<file path="src/rtl/spi_len_pkg.sv">
package spi_len_pkg;

  // Strobes from the sequencer to the shift datapath
  typedef struct packed {
    logic rest;      // idle: hold sck at the polarity level
    logic load;      // accept a new transfer
    logic toggle;    // flip sck this cycle
    logic shiftOut;  // advance the transmit register
    logic sampleIn;  // capture miso
    logic finish;    // publish the received word
  } spiStrobe_t;

  function automatic int clampLen(input int req, input int lo, input int hi);
    if (req < lo) return lo;
    if (req > hi) return hi;
    return req;
  endfunction

endpackage

</file>
<file path="src/rtl/spi_len_ctrl.sv">
module spi_len_ctrl
  import spi_len_pkg::*;
#(
  parameter int DIV_W = 8,
  parameter int LEN_W = 6
) (
  input  logic             clk,
  input  logic             rstN,
  input  logic             start,
  input  logic             cfgCpha,
  input  logic [LEN_W-1:0] lenEff,
  input  logic [DIV_W-1:0] cfgDiv,
  output spiStrobe_t       strb,
  output logic             busy,
  output logic             ssN,
  output logic             done
);
  localparam int EDGE_W = LEN_W + 1;

  typedef enum logic [1:0] {ST_IDLE, ST_LEAD, ST_XFER, ST_TRAIL} state_t;
  state_t state;

  logic [DIV_W-1:0]  halfLat, halfCnt, halfNew;
  logic [EDGE_W-1:0] edgeCnt, edgeLast;
  logic              cphaLat, tick, evenEdge;

  always_comb begin
    halfNew  = ((cfgDiv >> 1) == '0) ? DIV_W'(1) : (cfgDiv >> 1);
    tick     = (halfCnt == halfLat - DIV_W'(1));
    evenEdge = ~edgeCnt[0];
    strb.rest     = (state == ST_IDLE);
    strb.load     = (state == ST_IDLE) && start;
    strb.toggle   = (state == ST_XFER) && tick;
    strb.sampleIn = strb.toggle && (edgeCnt[0] == cphaLat);
    strb.shiftOut = strb.toggle &&
                    (cphaLat ? (evenEdge && edgeCnt != '0) : edgeCnt[0]);
    strb.finish   = (state == ST_TRAIL) && tick;
  end

  assign busy = (state != ST_IDLE);

  always_ff @(posedge clk or negedge rstN) begin
    if (!rstN) begin
      state    <= ST_IDLE;
      halfLat  <= DIV_W'(1);
      halfCnt  <= '0;
      edgeCnt  <= '0;
      edgeLast <= '0;
      cphaLat  <= 1'b0;
      ssN      <= 1'b1;
      done     <= 1'b0;
    end else begin
      done    <= strb.finish;
      halfCnt <= (state == ST_IDLE || tick) ? '0 : halfCnt + DIV_W'(1);
      unique case (state)
        ST_IDLE: if (start) begin
          state    <= ST_LEAD;
          halfLat  <= halfNew;
          cphaLat  <= cfgCpha;
          edgeCnt  <= '0;
          edgeLast <= {lenEff, 1'b0} - EDGE_W'(1);
          ssN      <= 1'b0;
        end
        ST_LEAD: if (tick) state <= ST_XFER;
        ST_XFER: if (tick) begin
          edgeCnt <= edgeCnt + EDGE_W'(1);
          if (edgeCnt == edgeLast) state <= ST_TRAIL;
        end
        ST_TRAIL: if (tick) begin
          state <= ST_IDLE;
          ssN   <= 1'b1;
        end
        default: state <= ST_IDLE;
      endcase
    end
  end
endmodule

</file>
<file path="src/rtl/spi_len_dpath.sv">
module spi_len_dpath
  import spi_len_pkg::*;
#(
  parameter int MAX_LEN = 32,
  parameter int LEN_W   = 6
) (
  input  logic               clk,
  input  logic               rstN,
  input  spiStrobe_t         strb,
  input  logic               cfgCpol,
  input  logic [LEN_W-1:0]   lenEff,
  input  logic [MAX_LEN-1:0] txWord,
  input  logic               miso,
  output logic               sck,
  output logic               mosi,
  output logic [MAX_LEN-1:0] rxWord
);
  logic [MAX_LEN-1:0] txSh, rxSh;
  logic [LEN_W-1:0]   padBits;

  assign padBits = LEN_W'(MAX_LEN) - lenEff;
  assign mosi    = txSh[MAX_LEN-1];

  always_ff @(posedge clk or negedge rstN) begin
    if (!rstN) begin
      sck    <= 1'b0;
      txSh   <= '0;
      rxSh   <= '0;
      rxWord <= '0;
    end else begin
      if (strb.rest) sck <= cfgCpol;
      else if (strb.toggle) sck <= ~sck;
      if (strb.load) begin
        txSh <= txWord << padBits;
        rxSh <= '0;
      end else begin
        if (strb.shiftOut) txSh <= txSh << 1;
        if (strb.sampleIn) rxSh <= {rxSh[MAX_LEN-2:0], miso};
      end
      if (strb.finish) rxWord <= rxSh;
    end
  end
endmodule

</file>
<file path="src/rtl/spi_len_master.sv">
module spi_len_master
  import spi_len_pkg::*;
#(
  parameter int MAX_LEN = 32,
  parameter int MIN_LEN = 4,
  parameter int DIV_W   = 8,
  localparam int LEN_W  = $clog2(MAX_LEN) + 1
) (
  input  logic               clk,
  input  logic               rstN,
  input  logic               cfgCpol,
  input  logic               cfgCpha,
  input  logic [LEN_W-1:0]   cfgLen,
  input  logic [DIV_W-1:0]   cfgDiv,
  input  logic [MAX_LEN-1:0] txWord,
  input  logic               start,
  input  logic               miso,
  output logic               sck,
  output logic               mosi,
  output logic               ssN,
  output logic               busy,
  output logic               done,
  output logic [MAX_LEN-1:0] rxWord
);
  spiStrobe_t       strb;
  logic [LEN_W-1:0] lenEff;

  assign lenEff = LEN_W'(clampLen(int'(cfgLen), MIN_LEN, MAX_LEN));

  spi_len_ctrl #(.DIV_W(DIV_W), .LEN_W(LEN_W)) u_ctrl (
    .clk(clk), .rstN(rstN), .start(start), .cfgCpha(cfgCpha),
    .lenEff(lenEff), .cfgDiv(cfgDiv), .strb(strb),
    .busy(busy), .ssN(ssN), .done(done)
  );

  spi_len_dpath #(.MAX_LEN(MAX_LEN), .LEN_W(LEN_W)) u_dpath (
    .clk(clk), .rstN(rstN), .strb(strb), .cfgCpol(cfgCpol),
    .lenEff(lenEff), .txWord(txWord), .miso(miso),
    .sck(sck), .mosi(mosi), .rxWord(rxWord)
  );
endmodule

</file>
<file path="config.mk">
export PLATFORM = sky130hd
export DESIGN_NAME = spi_len_master
export DESIGN_NICKNAME = d
export VERILOG_FILES = /design/src/rtl/spi_len_pkg.sv /design/src/rtl/spi_len_ctrl.sv /design/src/rtl/spi_len_dpath.sv /design/src/rtl/spi_len_master.sv
export SDC_FILE = /design/constraint.sdc
export NUM_CORES = 1
export LEC_CHECK = 0
export ABC_AREA = 1
export ABC_CLOCK_PERIOD_IN_PS = 2100
export BUFFER_PORTS_ARGS = -buffer_cell sky130_fd_sc_hd__buf_2
export CORE_ASPECT_RATIO = 0.8
export CORE_MARGIN = 2
export CORE_UTILIZATION = 54
export CTS_CLUSTER_SIZE = 30
export DETAILED_ROUTE_END_ITERATION = 16
export PLACE_DENSITY = 0.77
export SLEW_MARGIN = 0
export SYNTH_ARGS = -nofsm -noshare
export SYNTH_HDL_FRONTEND = slang
export SYNTH_SLANG_ARGS = --single-unit
export TNS_END_PERCENT = 10
</file>
<file path="constraint.sdc">
create_clock -name clk -period 2.1 [get_ports clk]
set_input_delay 0.315 -clock clk [delete_from_list [all_inputs] [get_ports clk]]
set_output_delay 0.315 -clock clk [all_outputs]
set_load 0.005 [all_outputs]
</file>
==> reports/results.txt, run 1 <==
CP required: 2.40 ns
CP Class: reg2reg
DRT Pass-1 Iters: 5
Highest Clock Rate: 0.460 GHz
initial core utilization: 55.2%
crit path from: u_ctrl.halfLat[0]$_DFFE_PN1P_
Synth Register Bits: 131
reg-to-reg startpoint: u_ctrl.halfLat[0]$_DFFE_PN1P_
Overflow after GRT: 0
simple-gate share of the synthesized area: 44.6%
clock tree buffer depth: 2
Fill cells: 1201
post-synthesis sequential area ratio: 39.7%
Die W: 142 um
Post-Synth Adder-Cell Area: 1.51%
GRT Total Usage: 29.3%
Leakage: 5.51 nW
Final GP Congestion: 0.936
peak supply drop: 0.746 mV
RSZ-0062 raised after global routing: yes
Ys Warns: 0
vias in the first global route: 7952
die area: 16300 sq um
drt via density: 5.64
fin worst setup slack: -0.0746 ns
Reg area: 3280 sq um
dpl ws: -0.166 ns
placed cell area: 9210 sq um
Avg Inst Size Synth: 6.71 sq um
Hold WS: 0.121 ns
Finished Core Util: 69.3%
largest family of logic cells by synthesized area: simple AND/OR/NAND/NOR gates
initial antenna violation count: 0
number of CTS-inserted buffers: 17
FF-to-FF End: u_dpath.rxSh[27]$_DFFE_PN0P_
CP Launch Type: register
TNS Setup: -1.55 ns
Final Max Slew Viols: 0
worst relative slew slack: 62.8%
Antenna diodes: 0
FP Rows: 40
Post-Place Cells: 1491
I/O pins: 89
Worst Hold Launch: cfgCpha
Yosys cell types: 37
share of post-route cells with drive strength above 1: 20.1%
drt first-iter violations: 1058
status: finished, violations left
Mapped Nets: 1293
Crit path arrival time: 2.48 ns
routed vias: 8671
post-route DRC violation count: 0
Clock Skew: 0.0145 ns
final-stage net count: 1398
Core ar.: 15000 sq um
violated checks: negative setup slack
final wirelength: 23700 um
hold crit path type: in2reg
fin area: 10400 sq um
Port-buffer cells: 87
Worst Hold Path EP: u_ctrl.cphaLat$_DFFE_PN0P_
area grow syn2layout: 25.6%
Setup Viol. Count Final: 57
crit share post-route: 104%
area of the multi-input gates: 4610 sq um
Root Driver: clkbuf_16
cells after synthesis: 1231
Setup crit end kind: register
Die Y: 115 um
FF-to-FF path depth: 16
Compound-Gate Fraction of Synth Area: 4.47%
Hold Vio Cnt, Final: 0
most common cell in the netlist: nand2_1
Hold Crit Depth: 3
Yosys top cell by area: dfrtp_1
first-pass GRT wire length: 38300 um
largest net degree at the start of global routing: 55
post-synthesis cell area: 8260 sq um
PwrDens: 1010 nW/um^2
fin cells: 1538
WL/cell: 15.4 um
synth top area cells: dfrtp_1 39%, nand2_1 21%, nand3_1 17%
flop-to-flop setup slack: -0.07 ns
DP Wirelength: 15100 um
Max-Cap Viols: 0
Synth top cells by count: 460 x nand2_1, 280 x nand3_1, 129 x dfrtp_1, 79 x inv_1, 61 x nor2_1
Slew @ Worst Pin: 0.554 ns
Design Power: 10.4 mW
clk sinks: 131
clk_lat worst skew: 0.43 ns
Top FF cell, synth: dfrtp_1
Async SR Flop Fraction: 100%
htree depth: 4
mux cell area share after synthesis: 0%
top fanout value on the critical path: 6
top cell type's share of synthesized area: 39.1%
post-layout min period: 2.17 ns
Reg clk slew, reported paths: 0.06 ns
Detail Route Antenna Nets: 0
XOR/XNOR Fraction of Synth Area: 1.80%
Post-synth EDFFs: 0
CTS tree: yes
-- logic make-up (layout without fill, tap and decap cells) --
kind of cell    Yosys count  in the layout
buf+inv                 155            273
xor+xnor                 17             17
fa+ha+maj                10             10
compound gates           69             69
flops                   131            131
simple gates            849            849
-- where the power goes --
group / internal [mW] / switching, mW
clock: 2.01 / 1.19
sequential: 2.95 / 0.324
combinational: 1.47 / 2.51
total: 6.43 / 4.02
-- registers in the layout (all words and copies together), names as in the netlist, 2 cells and up --
signal	flops
u_ctrl.halfCnt	8
u_ctrl.state	2
u_ctrl.edgeCnt	7
u_dpath.txSh	32
u_ctrl.edgeLast	7
u_dpath.rxWord	32
u_ctrl.halfLat	7
u_dpath.rxSh	32
-- cell type report --
type,instances,share of cell area (%)
multi-input combinational,945,44.5
inverter,84,3.08
timing repair buffer,157,12.5
sequential,131,31.6
clock buffer,19,4.17
tap,189,2.28
clock inverter,13,1.89
-- what timing repair did --
action,in CTS,in global routing
endpoints found under the hold margin,32,0
buffers inserted,6,2
pin swaps,9,10
gates resized for setup,49,39
cloned,4,2
hold buffers,1,0
setup endpoints to repair,102,115
-- worst max path at each step --
stage                                              end  slack, ns
after floorplan           u_dpath.rxSh[10]$_DFFE_PN0P_      -0.05
after global placement    u_dpath.rxSh[31]$_DFFE_PN0P_      -0.07
after detailed placement  u_dpath.rxSh[19]$_DFFE_PN0P_      -0.17
after CTS                  u_ctrl.state[0]$_DFFE_PN0P_      -0.09
after global routing      u_dpath.rxSh[27]$_DFFE_PN0P_      -0.18
final                     u_dpath.rxSh[27]$_DFFE_PN0P_      -0.07
-- cell usage in the layout, fill, tap and decap left out, drive strengths merged, types with 2 or more instances in the layout --
cell,synthesis,routed
a22oi,3,3
or2,2,2
a21oi,6,6
xor2,8,8
clkbuf,40,21
clkinv,3,5
inv,81,86
bufinv,0,4
a31oi,3,3
nor3b,2,2
xnor2,9,9
dfrtp,129,129
nor3,5,5
nand4,20,20
clkinvlp,0,2
nand2,464,464
nand3b,5,5
dfstp,2,2
buf,31,154
nand3,281,281
nor4,3,3
nor2,66,66
ha,10,10
o21ai,54,54
-- metal layers --
layer  track usage, %  share of wire (%)  vias to the layer above
met4             8.53                1.5                        0
met2             44.0                 46                      350
met1             43.0                 45                     4053
met3             6.19                7.4                       42
met5                0                  0                        -
li1                 -                  -                     4226
-- critical path, cell delays in order (launching register included) --
cell and delay (ns):
dfstp_2 0.53, inv_2 0.05, ha_4 0.18, inv_2 0.05, nand2_2 0.04, nand2_1 0.06
nand2_1 0.06, nand2_2 0.09, nand3_2 0.10, nor2_4 0.11, nand4_4 0.11, inv_4 0.09
nand3_4 0.11, buf_12 0.20, buf_16 0.15, nand3_1 0.06, nand2_1 0.07
Power figures use the tool's default switching activity.
==> inputs of run 2 (changes only) <==
BUFFER_PORTS_ARGS = default   (was -buffer_cell sky130_fd_sc_hd__buf_2)
CORE_UTILIZATION = 58   (was 54)
DONT_BUFFER_PORTS = 1   (was default)
PLACE_DENSITY = 0.76   (was 0.77)
==> run 2 against run 1 <==
Effect of this change: the flow finishes with violations (negative hold slack, negative setup slack); wire length fell by 9.3%; fmax barely moved; sequential share of layout area rose by 3.1 points; final cell count fell by 8.0%; core utilization fell by 0.52 points; setup slack improved by 0.00086 ns; die area fell by 6.7%; register-to-register slack barely moved; design area fell by 8.9%; clock power fell by 5%; highest routed layer unchanged.
==> reports/results.txt, run 2 (synthesized netlist as in run 1, its figures left out) <==
Die W: 137 um (was 142 um)
Setup Viol. Count Final: 41 (was 57)
CP peak stage delay: 0.53 ns (about the same)
GRT Total Usage: 28.3% (was 29.3%)
routed vias: 8109 (was 8671)
Root Driver: clkbuf_16 (unchanged)
reg-to-reg startpoint: u_ctrl.halfLat[0]$_DFFE_PN1P_ (unchanged)
commonest non-fill, non-tap cell in the layout: nand2_1 (unchanged)
vias in the first global route: 7286 (was 7952)
initial core utilization: 60.1% (was 55.2%)
cell family with most CP delay: simple AND/OR/NAND/NOR gates (unchanged)
CTS tree: yes (unchanged)
most frequent cells in the layout: 447 x nand2_1, 272 x nand3_1, 129 x dfrtp_1 (was 434 x nand2_1, 268 x nand3_1, 129 x dfrtp_1)
Critical Path Stages: 14 (was 16)
Hold WS: -0.412 ns (was 0.121 ns)
Die Y: 111 um (was 115 um)
post-route DRC violation count: 0 (unchanged)
Highest Clock Rate: 0.460 GHz (about the same)
clk_lat worst skew: 0.43 ns (about the same)
Hold Vio Cnt, Final: 131 (was 0)
fin worst setup slack: -0.0738 ns (was -0.0746 ns)
Overflow after GRT: 0 (unchanged)
post-layout min period: 2.17 ns (about the same)
largest net degree at the start of global routing: 132 (was 55)
top fanout value on the critical path: 15 (was 6)
Post-Place Cells: 1378 (was 1491)
WL/cell: 15.2 um (was 15.4 um)
worst relative slew slack: 69.0% (was 62.8%)
DRT Pass-1 Iters: 5 (unchanged)
I/O pins: 89 (unchanged)
initial antenna violation count: 0 (unchanged)
Largest regs: u_dpath.rxSh x32, u_dpath.rxWord x32, u_dpath.txSh x32 (unchanged)
CP Buf/Inv Count: 2 (was 5)
Leakage: 4.88 nW (was 5.51 nW)
htree depth: 4 (unchanged)
drt via density: 5.73 (was 5.64)
drt first-iter violations: 755 (was 1058)
FF-to-FF path depth: 14 (was 16)
Max-Cap Viols: 0 (unchanged)
FF-to-FF End: u_dpath.txSh[29]$_DFFE_PN0P_ (was u_dpath.rxSh[27]$_DFFE_PN0P_)
clock tree buffer depth: 2 (unchanged)
fin cells: 1415 (was 1538)
Final GP Congestion: 0.957 (was 0.936)
Detail Route Antenna Nets: 0 (unchanged)
violated checks: negative hold slack, negative setup slack (was negative setup slack)
first-pass GRT wire length: 34700 um (was 38300 um)
number of CTS-inserted buffers: 17 (unchanged)
final-stage net count: 1284 (was 1398)
CP Class: reg2reg (unchanged)
hold crit path type: in2async (was in2reg)
FP Rows: 38 (was 40)
Finished Core Util: 68.8% (was 69.3%)
Final Max Slew Viols: 0 (unchanged)
slowest stage cell, crit path: dfstp_2 (unchanged)
Core ar.: 13700 sq um (was 15000 sq um)
clk sinks: 131 (unchanged)
status: finished, violations left (unchanged)
Crit path top cell by count: nand2_1 (unchanged)
worst path cell trace: inv_2 > ha_4 > nand2_1 > nand2_2 > nand2_1 > nor2_1 > nor2_1 > nand3_1 > nor2_2 > nand4_4 > nand2_4 > clkbuf_16 > nand2_1 > nand2_1 (was inv_2 > ha_4 > inv_2 > nand2_2 > nand2_1 > nand2_1 > nand2_2 > nand3_2 > nor2_4 > nand4_4 > inv_4 > nand3_4 > buf_12 > buf_16 > nand3_1 > nand2_1)
CP Launch Type: register (unchanged)
PwrDens: 1060 nW/um^2 (was 1010 nW/um^2)
area grow syn2layout: 14.5% (was 25.6%)
crit share post-route: 104% (about the same)
peak supply drop: 0.728 mV (was 0.746 mV)
Reg clk slew, reported paths: 0.06 ns (about the same)
Crit path arrival time: 2.54 ns (was 2.48 ns)
DP Wirelength: 14300 um (was 15100 um)
Antenna diodes: 0 (unchanged)
Setup crit end kind: register (unchanged)
Clock Skew: 0.0105 ns (was 0.0145 ns)
flop-to-flop setup slack: -0.07 ns (about the same)
share of post-route cells with drive strength above 1: 10.4% (was 20.1%)
Slew @ Worst Pin: 0.461 ns (was 0.554 ns)
RSZ-0062 raised after global routing: yes (unchanged)
die area: 15200 sq um (was 16300 sq um)
Port-buffer cells: 0 (was 87)
CP required: 2.47 ns (was 2.40 ns)
final wirelength: 21500 um (was 23700 um)
[run 2: power breakdown]
group	internal (mW)	switching, mW	leakage, nW	total [mW]
Clock	1.81	1.22	0.291	3.03
Sequential	2.95	0.322	1.77	3.27
Combinational	1.33	2.39	2.81	3.72
Total	6.09	3.93	4.88	10.0
[run 2: layer usage]
layer / wire [um] / vias to the layer above / track usage, %
met5: 0 / - / 0
met4: 303 / 0 / 6.67
met3: 1940 / 35 / 7.22
met2: 9390 / 335 / 41.8
met1: 9910 / 3753 / 41.7
li1: - / 3986 / -
[run 2: how the worst max path moves through the flow]
stage	to	slack (ns)	startpoint
floorplan	u_dpath.rxSh[10]$_DFFE_PN0P_	-0.05	u_ctrl.halfLat[0]$_DFFE_PN1P_
global placement	u_ctrl.edgeCnt[5]$_DFFE_PN0P_	-0.07	u_ctrl.halfLat[0]$_DFFE_PN1P_
detailed placement	u_ctrl.edgeCnt[6]$_DFFE_PN0P_	-0.11	u_ctrl.halfLat[0]$_DFFE_PN1P_
CTS	u_ctrl.edgeCnt[6]$_DFFE_PN0P_	-0.08	u_ctrl.halfLat[0]$_DFFE_PN1P_
global route	u_dpath.txSh[27]$_DFFE_PN0P_	-0.19	u_ctrl.halfLat[0]$_DFFE_PN1P_
finish	u_dpath.txSh[29]$_DFFE_PN0P_	-0.07	u_ctrl.halfLat[0]$_DFFE_PN1P_
[run 2: area by class of cell]
type	count	area, sq um
multi-input cells	945	4490
well taps	180	225
clock inverters	14	165
fillers	1167	4290
clock buffers	18	439
repair buffers	43	533
flip-flops and latches	131	3280
inverters	84	318
[run 2: per-stage QoR]
step | area (sq um) | setup TNS (ns) | hold slack (ns) | total power, mW | worst slack, ns
2_1_floorplan | 8310 | -0.876 | 0.0194 | 5.72 | -0.0532
3_3_place_gp | 8600 | -1.30 | 0.0260 | 6.52 | -0.0665
3_5_place_dp | 8600 | -2.32 | 0.0261 | 6.58 | -0.105
4_1_cts | 9320 | -0.593 | -0.424 | 9.81 | -0.0754
5_1_grt | 9460 | -9.62 | -0.427 | 10.6 | -0.194
6_report | 9460 | -1.93 | -0.412 | 10.0 | -0.0738
[run 2: what timing repair did]
action | CTS | global route
setup endpoints to repair | 86 | 114
pin swaps | 8 | 9
gates resized for setup | 15 | 37
endpoints found under the hold margin | 131 | 131
buffers inserted | 3 | 0
gates cloned | 1 | 1
